File: config.mk
export PLATFORM = sky130hd
export DESIGN_NAME = sec_cmd_responder
export DESIGN_NICKNAME = d
export VERILOG_FILES = /design/src/rtl/sec_resp_pkg.sv /design/src/rtl/sec_cmd_decode.sv /design/src/rtl/sec_stream_rom.sv /design/src/rtl/sec_cmd_responder.sv
export SDC_FILE = /design/constraint.sdc
export NUM_CORES = 1
export LEC_CHECK = 0
export BUFFER_PORTS_ARGS = -buffer_cell sky130_fd_sc_hd__clkbuf_2
export CORE_MARGIN = 2
export CORE_UTILIZATION = 30
export DETAILED_ROUTE_END_ITERATION = 10
export HOLD_SLACK_MARGIN = 0.12
export MAX_ROUTING_LAYER = met4
export SLEW_MARGIN = 20
export SYNTH_ARGS = -nofsm -noshare
export SYNTH_HDL_FRONTEND = slang
export SYNTH_HIERARCHICAL = 1
export SYNTH_SLANG_ARGS = --single-unit
File: constraint.sdc
create_clock -name clk -period 4.15 [get_ports clk]
set_input_delay 0 -clock clk [delete_from_list [all_inputs] [get_ports clk]]
set_output_delay 0 -clock clk [all_outputs]
set_load 0.1 [all_outputs]
File: src/rtl/sec_resp_pkg.sv
package sec_resp_pkg;

    localparam int BUS_W  = 32;
    localparam int CMD_W  = 8;
    localparam int BYTE_W = 8;
    localparam int IDX_W  = 4;

    localparam logic [CMD_W-1:0] CMD_VERSION  = 8'h20;
    localparam logic [CMD_W-1:0] CMD_SERIAL_A = 8'h21;
    localparam logic [CMD_W-1:0] CMD_SERIAL_B = 8'h22;
    localparam logic [CMD_W-1:0] CMD_KEY      = 8'h23;

    localparam int VERSION_LEN = 5;
    localparam int SERIAL_LEN  = 10;
    localparam int KEY_LEN     = 10;

    typedef enum logic [1:0] {
        SEL_NONE    = 2'd0,
        SEL_VERSION = 2'd1,
        SEL_SERIAL  = 2'd2,
        SEL_KEY     = 2'd3
    } stream_sel_e;

    typedef struct packed {
        logic [CMD_W-1:0] cmd;
        logic [IDX_W-1:0] idx;
    } resp_state_t;

endpackage

File: src/rtl/sec_cmd_decode.sv
module sec_cmd_decode
    import sec_resp_pkg::*;
(
    input  logic [CMD_W-1:0] cmd,
    output stream_sel_e      sel,
    output logic [IDX_W-1:0] len
);
    always_comb begin
        sel = SEL_NONE;
        len = '0;
        unique case (cmd)
            CMD_VERSION: begin
                sel = SEL_VERSION;
                len = IDX_W'(VERSION_LEN);
            end
            CMD_SERIAL_A, CMD_SERIAL_B: begin
                sel = SEL_SERIAL;
                len = IDX_W'(SERIAL_LEN);
            end
            CMD_KEY: begin
                sel = SEL_KEY;
                len = IDX_W'(KEY_LEN);
            end
            default: begin
                sel = SEL_NONE;
                len = '0;
            end
        endcase
    end
endmodule

File: src/rtl/sec_stream_rom.sv
module sec_stream_rom
    import sec_resp_pkg::*;
(
    input  stream_sel_e       sel,
    input  logic [IDX_W-1:0]  idx,
    input  logic [IDX_W-1:0]  len,
    output logic [BYTE_W-1:0] data
);
    logic [BYTE_W-1:0] key_byte;
    logic [BYTE_W-1:0] raw_byte;

    always_comb begin
        unique case (idx)
            4'd0:    key_byte = 8'hAA;
            4'd1:    key_byte = 8'h55;
            4'd2:    key_byte = 8'h18;
            4'd3:    key_byte = 8'h18;
            4'd4:    key_byte = 8'hC0;
            4'd5:    key_byte = 8'h03;
            4'd6:    key_byte = 8'hF0;
            4'd7:    key_byte = 8'h0F;
            4'd8:    key_byte = 8'h09;
            4'd9:    key_byte = 8'h0A;
            default: key_byte = 8'h00;
        endcase
    end

    always_comb begin
        unique case (sel)
            SEL_VERSION: raw_byte = (idx == IDX_W'(1)) ? 8'h01 : 8'h00;
            SEL_SERIAL:  raw_byte = BYTE_W'(idx) + 8'h01;
            SEL_KEY:     raw_byte = key_byte;
            default:     raw_byte = 8'h00;
        endcase
        data = (idx < len) ? raw_byte : 8'h00;
    end
endmodule

File: src/rtl/sec_cmd_responder.sv
module sec_cmd_responder
    import sec_resp_pkg::*;
(
    input  logic             clk,
    input  logic             rst_n,
    input  logic             wr_en,
    input  logic [BUS_W-1:0] wr_data,
    input  logic             rd_en,
    output logic [BUS_W-1:0] rd_data
);
    resp_state_t       st_d, st_q;
    stream_sel_e       sel;
    logic [IDX_W-1:0]  len;
    logic [BYTE_W-1:0] byte_out;
    logic [CMD_W-1:0]  wr_cmd;
    logic              load;

    assign wr_cmd = wr_data[CMD_W-1:0];
    assign load   = wr_en && (wr_cmd != '0);

    sec_cmd_decode u_decode (
        .cmd (st_q.cmd),
        .sel (sel),
        .len (len)
    );

    sec_stream_rom u_rom (
        .sel  (sel),
        .idx  (st_q.idx),
        .len  (len),
        .data (byte_out)
    );

    always_comb begin
        st_d = st_q;
        if (load) begin
            st_d.cmd = wr_cmd;
            st_d.idx = '0;
        end else if (rd_en && (st_q.idx < len)) begin
            st_d.idx = st_q.idx + IDX_W'(1);
        end
    end

    always_ff @(posedge clk or negedge rst_n) begin
        if (!rst_n) st_q <= '0;
        else        st_q <= st_d;
    end

    assign rd_data = {{(BUS_W-BYTE_W){1'b0}}, byte_out};

    // a nonzero write loads the command and rewinds the index
    a_r4_load_rewinds: assert property (@(posedge clk) disable iff (!rst_n)
        (wr_en && wr_data[7:0] != 8'h00) |=> (st_q.idx == '0 && st_q.cmd == $past(wr_data[7:0])));

    // a zero write with no read keeps the whole state
    a_r3_zero_write_kept: assert property (@(posedge clk) disable iff (!rst_n)
        (wr_en && wr_data[7:0] == 8'h00 && !rd_en) |=> ($stable(st_q.cmd) && $stable(st_q.idx)));

    // a plain read inside the stream advances by exactly one
    a_r8_advance_one: assert property (@(posedge clk) disable iff (!rst_n)
        (rd_en && !load && st_q.idx < len) |=> (st_q.idx == $past(st_q.idx) + IDX_W'(1)));

    // the index never passes the stream length
    a_r10_saturate: assert property (@(posedge clk) disable iff (!rst_n)
        st_q.idx <= len);

    // an unknown command reads zero
    a_r9_unknown_zero: assert property (@(posedge clk) disable iff (!rst_n)
        (sel == SEL_NONE) |-> (rd_data == '0));

    // upper bits of the read word are zero
    a_r11_zero_ext: assert property (@(posedge clk) disable iff (!rst_n)
        rd_data[BUS_W-1:BYTE_W] == '0);
endmodule

After elaboration in Yosys (flattened, before gate mapping)
Memory sizes are Yosys's and may differ from the RTL's.
Cells that the tools add are included.
{"block": "word_totals", "register_bits": 12, "rom_bits": 128, "input_bits": 36, "out_inout_bits": 32, "wordCells": 27, "n_memories": 1}
{"name": "(name not given)", "words": 16, "width": 8, "rd": 1, "rd_ports_with_merged_regs": 0, "write_ports": 0, "line_no": "sec_stream_rom.sv:13", "text": "unique case (idx)"}
{"block": "classes", "n_addsub": 2, "magnitude_cmp": 1, "eq_ne": 8, "mux": 7, "reduce_logical": 6}
{"cell": "8-bit by 6-bit == test with 1-bit output (second input constant)", "count": 4}
{"cell": "8-bit one-hot mux with 3 select lines", "count": 1}
{"cell": "4-bit two-way mux", "count": 2}
{"cell": "8-bit two-way mux", "count": 1}
{"cell": "4-bit one-hot mux with 2 select lines", "count": 1}
{"cell": "8-bit nonzero test", "count": 1}
{"cell": "2-bit one-hot mux with 3 select lines", "count": 1}
{"cell": "4-bit by 1-bit adder with 5-bit output (second input constant)", "count": 1}
{"cell": "4-bit by 1-bit adder with 4-bit output (second input constant)", "count": 1}
{"cell": "2-bit == test (second input constant)", "count": 2}
{"cell": "4-bit by 1-bit == test with 1-bit output (second input constant)", "count": 1}
{"cell": "4-bit less-than comparator", "count": 1}
{"cell": "3-bit OR reduction", "count": 1}
{"cell": "2-bit by 1-bit == test with 1-bit output (second input constant)", "count": 1}
{"cell": "1-bit logical AND", "count": 2}
{"cell": "2-bit nonzero test", "count": 1}
{"cell": "2-bit OR reduction", "count": 1}
{"cell": "1-bit two-way mux", "count": 1}

Logic depth before layout (Yosys ltp)
Gate-level depths: netlist of the first run.
{"block": "logic_depth", "ltp_word": 7, "depth_mapped": 10, "mapped_depth_nobuf": 9}

Modules after synthesis
Netlist of the first run, hierarchy kept.
{"module": "sec_cmd_responder", "n_inst": 1, "cells_each": 90, "area_each_um2": 795.8, "seq_area_each_um2": 300.3}
{"module": "sec_stream_rom", "n_inst": 1, "cells_each": 56, "area_each_um2": 432.9, "seq_area_each_um2": 0.0}
{"module": "sec_cmd_decode", "n_inst": 1, "cells_each": 9, "area_each_um2": 68.8, "seq_area_each_um2": 0.0}

Worst setup path after synthesis of the first run
Ideal clock, no wire load.
{"block": "synth_timing", "path_kind": "reg2out", "from": "register st_q[8] (netlist name)", "to": "output rd_data[0]", "arrival_time_ns": 5.004, "required_ns": 4.150, "path_slack_ns": -0.854, "stages_incl_launch_ff": 8, "path_buffers": 1, "path_cell_list": "dfrtp_1 > or4b_4 > nor4b_1 > buf_4 > inv_1 > ha_1 > a2111o_1 > a221oi_1"}
{"block": "synth_via", "word_cells_on_any_way": 14, "classes_between": "order compare: 1; eq/ne: 7; mux: 4; reduce/logical: 2"}
{"item": "from (decl)", "line_no": "sec_cmd_responder.sv:11", "text": "resp_state_t st_d, st_q;"}
{"item": "from (signal assigned)", "line_no": "sec_cmd_responder.sv:46", "text": "else st_q <= st_d;"}
{"item": "8-bit by 6-bit == test with 1-bit output", "line_no": "sec_cmd_decode.sv:11", "text": "unique case (cmd)"}
{"item": "3-bit OR reduction (no line)"}
{"item": "4-bit one-hot mux with 2 select lines (*)", "line_no": "sec_cmd_decode.sv:11"}
{"item": "net len[0]", "line_no": "sec_cmd_responder.sv:13", "text": "logic [IDX_W-1:0] len;"}
{"item": "4-bit less-than comparator (*)", "line_no": "sec_stream_rom.sv:35", "text": "data = (idx < len) ? raw_byte : 8'h00;"}
{"item": "8-bit two-way mux (*)", "line_no": "sec_stream_rom.sv:35"}
{"item": "to (decl)", "line_no": "sec_cmd_responder.sv:9", "text": "output logic [BUS_W-1:0] rd_data"}
Mark *: on every way through the listed nets, which the timed path passes. The rest lies on a longest branch.

Worst setup path after layout of the first run
{"block": "layout_timing", "from": "register st_q[8] (netlist name)", "to": "output rd_data[3]"}
Same word-level chain as after synthesis.

==> impl_metrics.toml, run 1 <==
[status]
status = "completed"

[global_route]
grt_pass1_vias = 1073
grt_remaining_overflow = 0
grt_pass1_wl_mm = 4.75
antenna_found_initial = 0
grt_usage = 0.123
grt_max_degree = 18

[final_layout]
reg_top3 = "st_q (12)"
area_growth_pct = 21.0
largest_register_ffs = 12
stdcell_area_sq_mm = 0.00157
diodes = 0
num-nets-final = 238
top_register = "st_q"
drive_above_1_share = 0.179

[yosys]
ys_types = 39
synth_edf_count = 0
synth_cells = 155
ys_seq_elements = 12
yosysSeqAreaShare = 0.231
syn_avg_cell_area_sq_um = 8.37
ys.flop_type = "dfrtp_1"
synth_warnings = 6
async_reset_ff_frac = 1.00
synth.cell_area_sq_mm = 0.00130

[power_and_ir_drop]
irDropWorstVdd_v = 0.000162
swShare = 0.425
p_sw_mw = 0.175
p_clk_frac = 0.319
seq_power_share = 0.322
p_per_area_mw_per_mm2 = 262
p_comb_frac = 0.360
p_leak_nw = 0.689
cell_internal_pwr_mw = 0.236

[route]
wl_mm = 2.65
num_vias = 1142
first_pass_iters = 4
wl_per_cell_um = 11.0
avgViaCountPerCell = 4.76
first_iter_violations = 40
drc = 0
ant_nets = 0

[min_path]
hp-class = "input port to async pin"

[floorplan]
initial_core_util = 0.318
coreArea_sq_mm = 0.00409
fp.dieH_um = 69.8
die_w_um = 69.8
io_pins = 68
die-area_sq_mm = 0.00487
rows = 23

[sta]
fin_crit_ns = 3.34
fin_skew_ns = 0.00256
rsz0062_at_grt = "no"
maxSlewHeadroom = 0.625
fin_crit_sh = 0.804
tightest_slew_ns = 0.563
fmax_ghz = 0.300
maxSlewViolCount = 0
setup_viol = 0
timing_hold_violations_final = 0
fin_tns_setup_ns = 0

[placed_design]
io_buffers = 19
placed_cell_area_sq_mm = 0.00135
place.gp.congestion = 0.743
place_hpwl_mm = 1.78

[clock_tree]
cts_root_buf = "clkbuf_8"
cts-buffers-inserted = 3
h-tree-depth = 1
cts_sinks = 12
clk_latency_ns = 0.24
cts_resized = 0
clk_pin_slew_ns = 0.06
tritoncts = "yes"
cts_max_path_buffers = 2

[critical_path]
slowest_stage = "or4b_4"
max_stage_delay_ns = 0.56
crit_path_start_kind = "register"
path_class = "register to output port"
critPathArrivalTime_ns = 3.34
critPathBufInv = 3
crit_path_end_kind = "output port"
path_max_fanout = 8
critPathTopFamily = "compound AO/OA/AOI/OAI gates"
cp_cell_sequence = "or4b_4 -> nor4_1 -> buf_4 -> inv_1 -> ha_1 -> a2111o_1 -> a2111oi_2 -> clkbuf_2"
worst_ep_required_time_ns = 4.15

[flow_run]
maxCapViolCount = 0
==> cells in the final DEF (no fill, tap or decap), drive strengths merged, types with 3 or more instances in the layout <==
cell type    netlist  final
nand2             29     29
conb               1     24
clkbuf             2     23
dlygate4sd3        0     17
dfrtp             12     12
ha                11     11
inv                9      9
nand2b             7      7
nor4               5      5
a21oi              5      5
a221oi             5      5
nor2               5      5
xor2               4      4
buf               30      4
o21ai              4      4
nand3b             3      3
a2111oi            3      3
==> per-layer routing <==
layer  part of all wire  wire length (um)  global-route usage  vias to the layer above
met1               0.41              1100               0.144                      529
met2               0.51              1340               0.210                       40
met5                  0                 0                   -                        -
met3              0.043               115              0.0145                       10
li1                   -                 -                   -                      563
met4              0.033                87              0.0598                        0
==> path summary, 6_finish.rpt <==
kind,startpoint,cells past startpoint,slack (ns),endpoint
setup reg to reg,st_q[8],10,1.31,st_q[3]
max in group asynchronous,rst_n,2,3.76,st_q[5]
setup / recovery,st_q[8],8,0.81,rd_data[3]
hold / removal,rst_n,2,0.16,st_q[2]
min in group clk,rd_en,6,0.46,st_q[2]
hold reg to reg,st_q[9],2,0.48,st_q[9]
==> area by class of cell <==
type,count,area [sq um]
Timing Repair Buffer,40,295
Tap cell,50,62.6
Multi-Input combinational cell,125,823
Inverter,9,33.8
Sequential cell,12,300
Clock buffer,4,55.1
Fill cell,422,2520
==> kinds of logic after synthesis <==
kind of cell / count (synthesis) / synth area share
AND/OR/NAND/NOR: 56 / 0.229
buffers and inverters: 41 / 0.201
other: 1 / 0.00289
adder cells (fa/ha/maj): 11 / 0.106
AO/OA/AOI/OAI: 28 / 0.188
flip-flops: 12 / 0.231
XOR/XNOR: 4 / 0.0270
multiplexers: 2 / 0.0154
==> cells in the mapped netlist, types with 2 or more instances <==
library cell / instances / area [sq um]
nand3b_1: 3 / 22.5
xor2_1: 4 / 35.0
buf_1: 2 / 7.51
nor4_1: 5 / 31.3
nand2b_4: 2 / 27.5
o21ai_1: 3 / 15.0
a211o_1: 2 / 17.5
dfrtp_1: 12 / 300
nand3_1: 2 / 10.0
nor2_1: 4 / 15.0
a21oi_1: 5 / 25.0
buf_4: 26 / 195
a221o_1: 2 / 20.0
mux2i_1: 2 / 20.0
ha_1: 11 / 138
inv_1: 9 / 33.8
a221oi_1: 5 / 43.8
nand2_1: 29 / 109
a2111oi_2: 2 / 30.0
clkbuf_1: 2 / 7.51
nand2b_1: 5 / 31.3
==> what timing repair did <==
item | CTS | global route
hold endpoints to repair | 23 | 0
buffers inserted | 0 | 0
hold buffers | 17 | 0
==> power groups by stage <==
stage	Sequential (mW)	Clock (mW)	Combinational (mW)
3_3_place_gp	0.134	0	0.134
4_1_cts	0.132	0.134	0.147
6_report	0.132	0.131	0.148
2_1_floorplan	0.132	0	0.141
5_1_grt	0.134	0.136	0.157
3_5_place_dp	0.134	0	0.135
==> through the flow <==
stage | util | power [mW] | setup WS, ns | instances | hold slack (ns)
finish | 0.384 | 0.411 | 0.812 | 240 | 0.163
CTS | 0.384 | 0.413 | 0.775 | 240 | 0.177
detailed placement | 0.329 | 0.269 | 1.05 | 219 | -0.0983
global route | 0.384 | 0.426 | 0.547 | 240 | 0.203
global placement | 0.329 | 0.268 | 1.07 | 219 | -0.104
floorplan | - | 0.273 | -0.854 | 178 | -0.296
Note: power is estimated with default switching activity, not from simulation.
==> run 2: changes to the inputs <==
- clock period: 4.15 -> 3.3 ns (I/O delays scaled with it)
==> run 2 against run 1 <==
Net effect: clock power rose by 21%; critical path depth fell by 1; worst setup slack got worse by 0.70 ns; flip-flop and latch count did not move; clock skew fell by 0.0022 ns; die area did not move; register-to-register slack got worse by 0.98 ns; critical endpoint unchanged; via count fell by 5.7%; combinational power rose by 27%; wire length fell by 0.87%; core utilization rose by 4.7 points.
==> impl_metrics.toml, run 2 (same netlist as run 1, synthesis figures left out) <==
[critical_path]
critPathArrivalTime_ns = 3.19
path_max_fanout = 8
worst_ep_required_time_ns = 3.30
crit_path_end_kind = "output port"
r2r-start = "st_q[10]"
ff2ff_path_depth = 9
reg2reg_slack_ns = 0.33
r2r-end = "st_q[3]"
crit_path_start_kind = "register"
path_class = "register to output port"

[final_layout]
layout_common_cells = "nand2_1, conb_1, dfrtp_1, clkbuf_2, ha_1"
stdcell_area_sq_mm = 0.00176
nFillCells = 414
instances_no_fill = 231
diodes = 0
largest_register_ffs = 12
layout_commonest_cell = "nand2_1"
area_growth_pct = 36.0
reg_top3 = "st_q (12)"
drive_above_1_share = 0.243
num-nets-final = 229
top_register = "st_q"

[route]
first_iter_violations = 36
first_pass_iters = 4
drc = 0
wl_per_cell_um = 11.4
ant_nets = 0
wl_mm = 2.62
num_vias = 1077
avgViaCountPerCell = 4.66

[power_and_ir_drop]
p_leak_nw = 0.748
p_per_area_mw_per_mm2 = 292
irDropWorstVdd_v = 0.000327

[clock_tree]
post-cts-setup-buffers = 0
clk_latency_ns = 0.24
cts-buffers-inserted = 3
cts_root_buf = "clkbuf_8"
cts_sinks = 12
cts_max_path_buffers = 2
clk_pin_slew_ns = 0.05
tritoncts = "yes"
h-tree-depth = 1

[sta]
fin_crit_sh = 0.966
maxSlewViolCount = 0
fin_tns_setup_ns = 0
fmax_ghz = 0.314
maxSlewHeadroom = 0.593
rsz0062_at_grt = "no"
fin_skew_ns = 0.000400
fin_crit_ns = 3.19
worst_slack_ns = 0.111
tightest_slew_ns = 0.602
timing_hold_violations_final = 0
setup_viol = 0

[placed_design]
place_inst = 218
place_ws_ns = 0.278
placed_cell_area_sq_mm = 0.00161
io_buffers = 19
place_hpwl_mm = 1.90
place.gp.congestion = 0.753

[global_route]
grt_remaining_overflow = 0
grt_usage = 0.115
grt_pass1_vias = 1006
grt_max_degree = 18
grt_pass1_wl_mm = 4.62
antenna_found_initial = 0

[floorplan]
rows = 23
die-area_sq_mm = 0.00487
coreArea_sq_mm = 0.00409
die_w_um = 69.8
initial_core_util = 0.318
io_pins = 68
fp.dieH_um = 69.8

[min_path]
hp-start = "wr_en"
hp-class = "input port to register"
whs_path_depth = 2
hold_end = "st_q[1]"

[status]
status = "completed"

[flow_run]
maxCapViolCount = 0
run 2: timing repair:
| item | in CTS | in global routing |
|---|---|---|
| endpoints found under the hold margin | 20 | 0 |
| gates resized for setup | 0 | 1 |
| hold buffers | 9 | 0 |
| setup endpoints to repair | 0 | 2 |
run 2: critical path, stage by stage (launching register included):
cell and delay, ns:
dfrtp_1 0.38, or4b_4 0.59, nor4_4 0.31, inv_1 0.08, ha_1 0.30, a2111o_2 0.60
a2111oi_4 0.46, buf_12 0.22
run 2: worst max path at each step:
stage | from | end
after floorplan | st_q[10] | rd_data[2]
after detailed placement | st_q[10] | rd_data[3]
after CTS | st_q[10] | rd_data[3]
final | st_q[10] | rd_data[3]
after global routing | st_q[10] | rd_data[3]
after global placement | st_q[10] | rd_data[3]
run 2: layout make-up:
class	count	area, sq um	share of cell area
repair buffers	31	328	0.186
multi-input cells	125	985	0.558
flip-flops and latches	12	300	0.170
inverters	9	33.8	0.0191
well taps	50	62.6	0.0355
clock buffers	4	55.1	0.0312
run 2: metrics by stage:
stage / hold WS (ns) / util / power [mW]
CTS: 0.123 / 0.430 / 0.517
floorplan: -0.296 / - / 0.353
finish: 0.122 / 0.432 / 0.516
global route: 0.159 / 0.432 / 0.539
detailed placement: -0.0913 / 0.394 / 0.349
global placement: -0.0986 / 0.394 / 0.349
run 2: per-layer routing:
layer / share of wire / global-route usage / wire length, um / up-vias
met2: 0.48 / 0.187 / 1260 / 28
li1: - / - / - / 544
met1: 0.49 / 0.155 / 1280 / 503
met3: 0.027 / 0.00872 / 70 / 2
met4: 0.0053 / 0.0256 / 14 / 0
met5: 0 / - / 0 / -
run 2: power by group:
group | internal [mW] | switching (mW)
registers | 0.157 | 0.0121
clock network | 0.105 | 0.0532
logic | 0.0310 | 0.157
total | 0.293 | 0.223
==> run 3: changes to the inputs <==
- BUFFER_PORTS_ARGS: -buffer_cell sky130_fd_sc_hd__clkbuf_2 -> not set
- DONT_BUFFER_PORTS: not set -> 1
==> run 3 against run 2 <==
Net effect: maximum frequency is 2.2% higher; clock power hardly changed; critical path type unchanged; non-clock buffer count shrank 4; first-iteration DRC count grew 8.3%; cell count shrank 1.7%; largest power group unchanged; core utilization grew 0.12 points; combinational power barely moved.
==> impl_metrics.toml, run 3 (same netlist as run 1, synthesis figures left out) <==
[status]
status = "completed"

[clock_tree]
clk_latency_ns = 0.24
cts_sinks = 12
cts_max_path_buffers = 2
cts_root_buf = "clkbuf_8"
cts-buffers-inserted = 3
h-tree-depth = 1
tritoncts = "yes"
clk_pin_slew_ns = 0.05

[power_and_ir_drop]
total_power_mw = 0.514
p_clk_frac = 0.310
seq_power_share = 0.329
swShare = 0.431
p_per_area_mw_per_mm2 = 290
p_leak_nw = 0.731
p_comb_frac = 0.361
p_sw_mw = 0.221
cell_internal_pwr_mw = 0.292
irDropWorstVdd_v = 0.000256

[route]
drc = 0
num_vias = 1077
wl_mm = 2.68
first_iter_violations = 39
wl_per_cell_um = 11.8
first_pass_iters = 4
avgViaCountPerCell = 4.74
ant_nets = 0

[global_route]
antenna_found_initial = 0
gr-usage-met3 = 0.00872
grt_pass1_vias = 951
use_met2 = 0.171
busiest_layer = "met2"
grt_max_degree = 18
use_met1 = 0.150
grt_pass1_wl_mm = 4.42
grt_usage = 0.111
grt_remaining_overflow = 0

[sta]
fin_crit_sh = 0.946
maxSlewHeadroom = 0.571
worst_slack_ns = 0.179
tightest_slew_ns = 0.643
fin_crit_ns = 3.12
setup_viol = 0
fin_skew_ns = 0.00116
holdWs_ns = 0.145
rsz0062_at_grt = "no"
maxSlewViolCount = 0
timing_hold_violations_final = 0
fmax_ghz = 0.320

[final_layout]
num-nets-final = 225
top_register = "st_q"
layout_common_cells = "nand2_1, conb_1, dlygate4sd3_1, dfrtp_1, ha_1"
largest_register_ffs = 12
diodes = 0
multi_input_area_sq_um = 985
ff_latch_area_sq_um = 300
reg_top3 = "st_q (12)"
nFillCells = 429
fin_util = 0.433
drive_above_1_share = 0.209
area_growth_pct = 36.4
instances_no_fill = 227
layout_commonest_cell = "nand2_1"

[floorplan]
die-area_sq_mm = 0.00487
fp.dieH_um = 69.8
io_pins = 68
coreArea_sq_mm = 0.00409
initial_core_util = 0.318
die_w_um = 69.8
rows = 23

[critical_path]
critPathArrivalTime_ns = 3.12
crit_path_end_kind = "output port"
slowest_stage = "or4b_4"
worst_ep_required_time_ns = 3.30
path_class = "register to output port"
max_stage_delay_ns = 0.59
crit_path_start_kind = "register"
path_max_fanout = 7
cp_cell_sequence = "or4b_4 -> nor4b_4 -> inv_2 -> ha_4 -> a2111o_2 -> buf_4 -> a221oi_4 -> buf_12"

[min_path]
hp-class = "input port to register"

[placed_design]
place_inst = 207
io_buffers = 0
place_hpwl_mm = 1.90
place.gp.congestion = 0.833
place_ws_ns = 0.270

[flow_run]
maxCapViolCount = 0
## run 3: through the flow
stage	cell area [sq um]	setup TNS [ns]
2_1_floorplan	1540	-0.410
3_3_place_gp	1560	0
3_5_place_dp	1560	0
4_1_cts	1740	0
5_1_grt	1770	0
6_report	1770	0
## run 3: final timing paths
| path | from | cells after the start | slack (ns) | to |
|---|---|---|---|---|
| setup reg to reg | st_q[10] | 9 | 0.39 | st_q[3] |
| hold / removal | wr_en | 3 | 0.15 | st_q[11] |
| hold reg to reg | st_q[9] | 2 | 0.47 | st_q[9] |
| min in group asynchronous | rst_n | 1 | 0.18 | st_q[4] |
| setup / recovery | st_q[10] | 8 | 0.18 | rd_data[7] |
| max in group asynchronous | rst_n | 1 | 2.76 | st_q[0] |
## run 3: routing by layer
layer | vias up | part of all wire
met5 | - | 0
li1 | 537 | -
met2 | 38 | 0.46
met1 | 497 | 0.48
met4 | 0 | 0.016
met3 | 5 | 0.049
## run 3: critical path, delay by kind of cell (launching register included)
family          cells  cell delay (ns)
compound gates      2             0.76
flops               1             0.37
fa+ha+maj           1             0.18
simple gates        2             1.05
buf+inv             3             0.50
## run 3: layout make-up
cell class / count / share of cell area
tap: 50 / 0.0354
inverter: 9 / 0.0191
clock buffer: 4 / 0.0311
sequential: 12 / 0.170
timing repair buffer: 27 / 0.188
multi-input combinational: 125 / 0.557
## run 3: what timing repair did
action,in CTS,in global routing
gates resized for setup,1,0
buffers inserted,0,4
setup endpoints to repair,2,2
pin swaps,0,2
hold endpoints to repair,23,0
hold buffers,12,0
cloned,0,0
## run 3: power groups by stage
stage | clock network (mW) | logic [mW] | registers, mW
6_report | 0.159 | 0.186 | 0.169
3_3_place_gp | 0 | 0.166 | 0.170
3_5_place_dp | 0 | 0.167 | 0.171
4_1_cts | 0.165 | 0.183 | 0.169
5_1_grt | 0.173 | 0.194 | 0.171
2_1_floorplan | 0 | 0.186 | 0.167
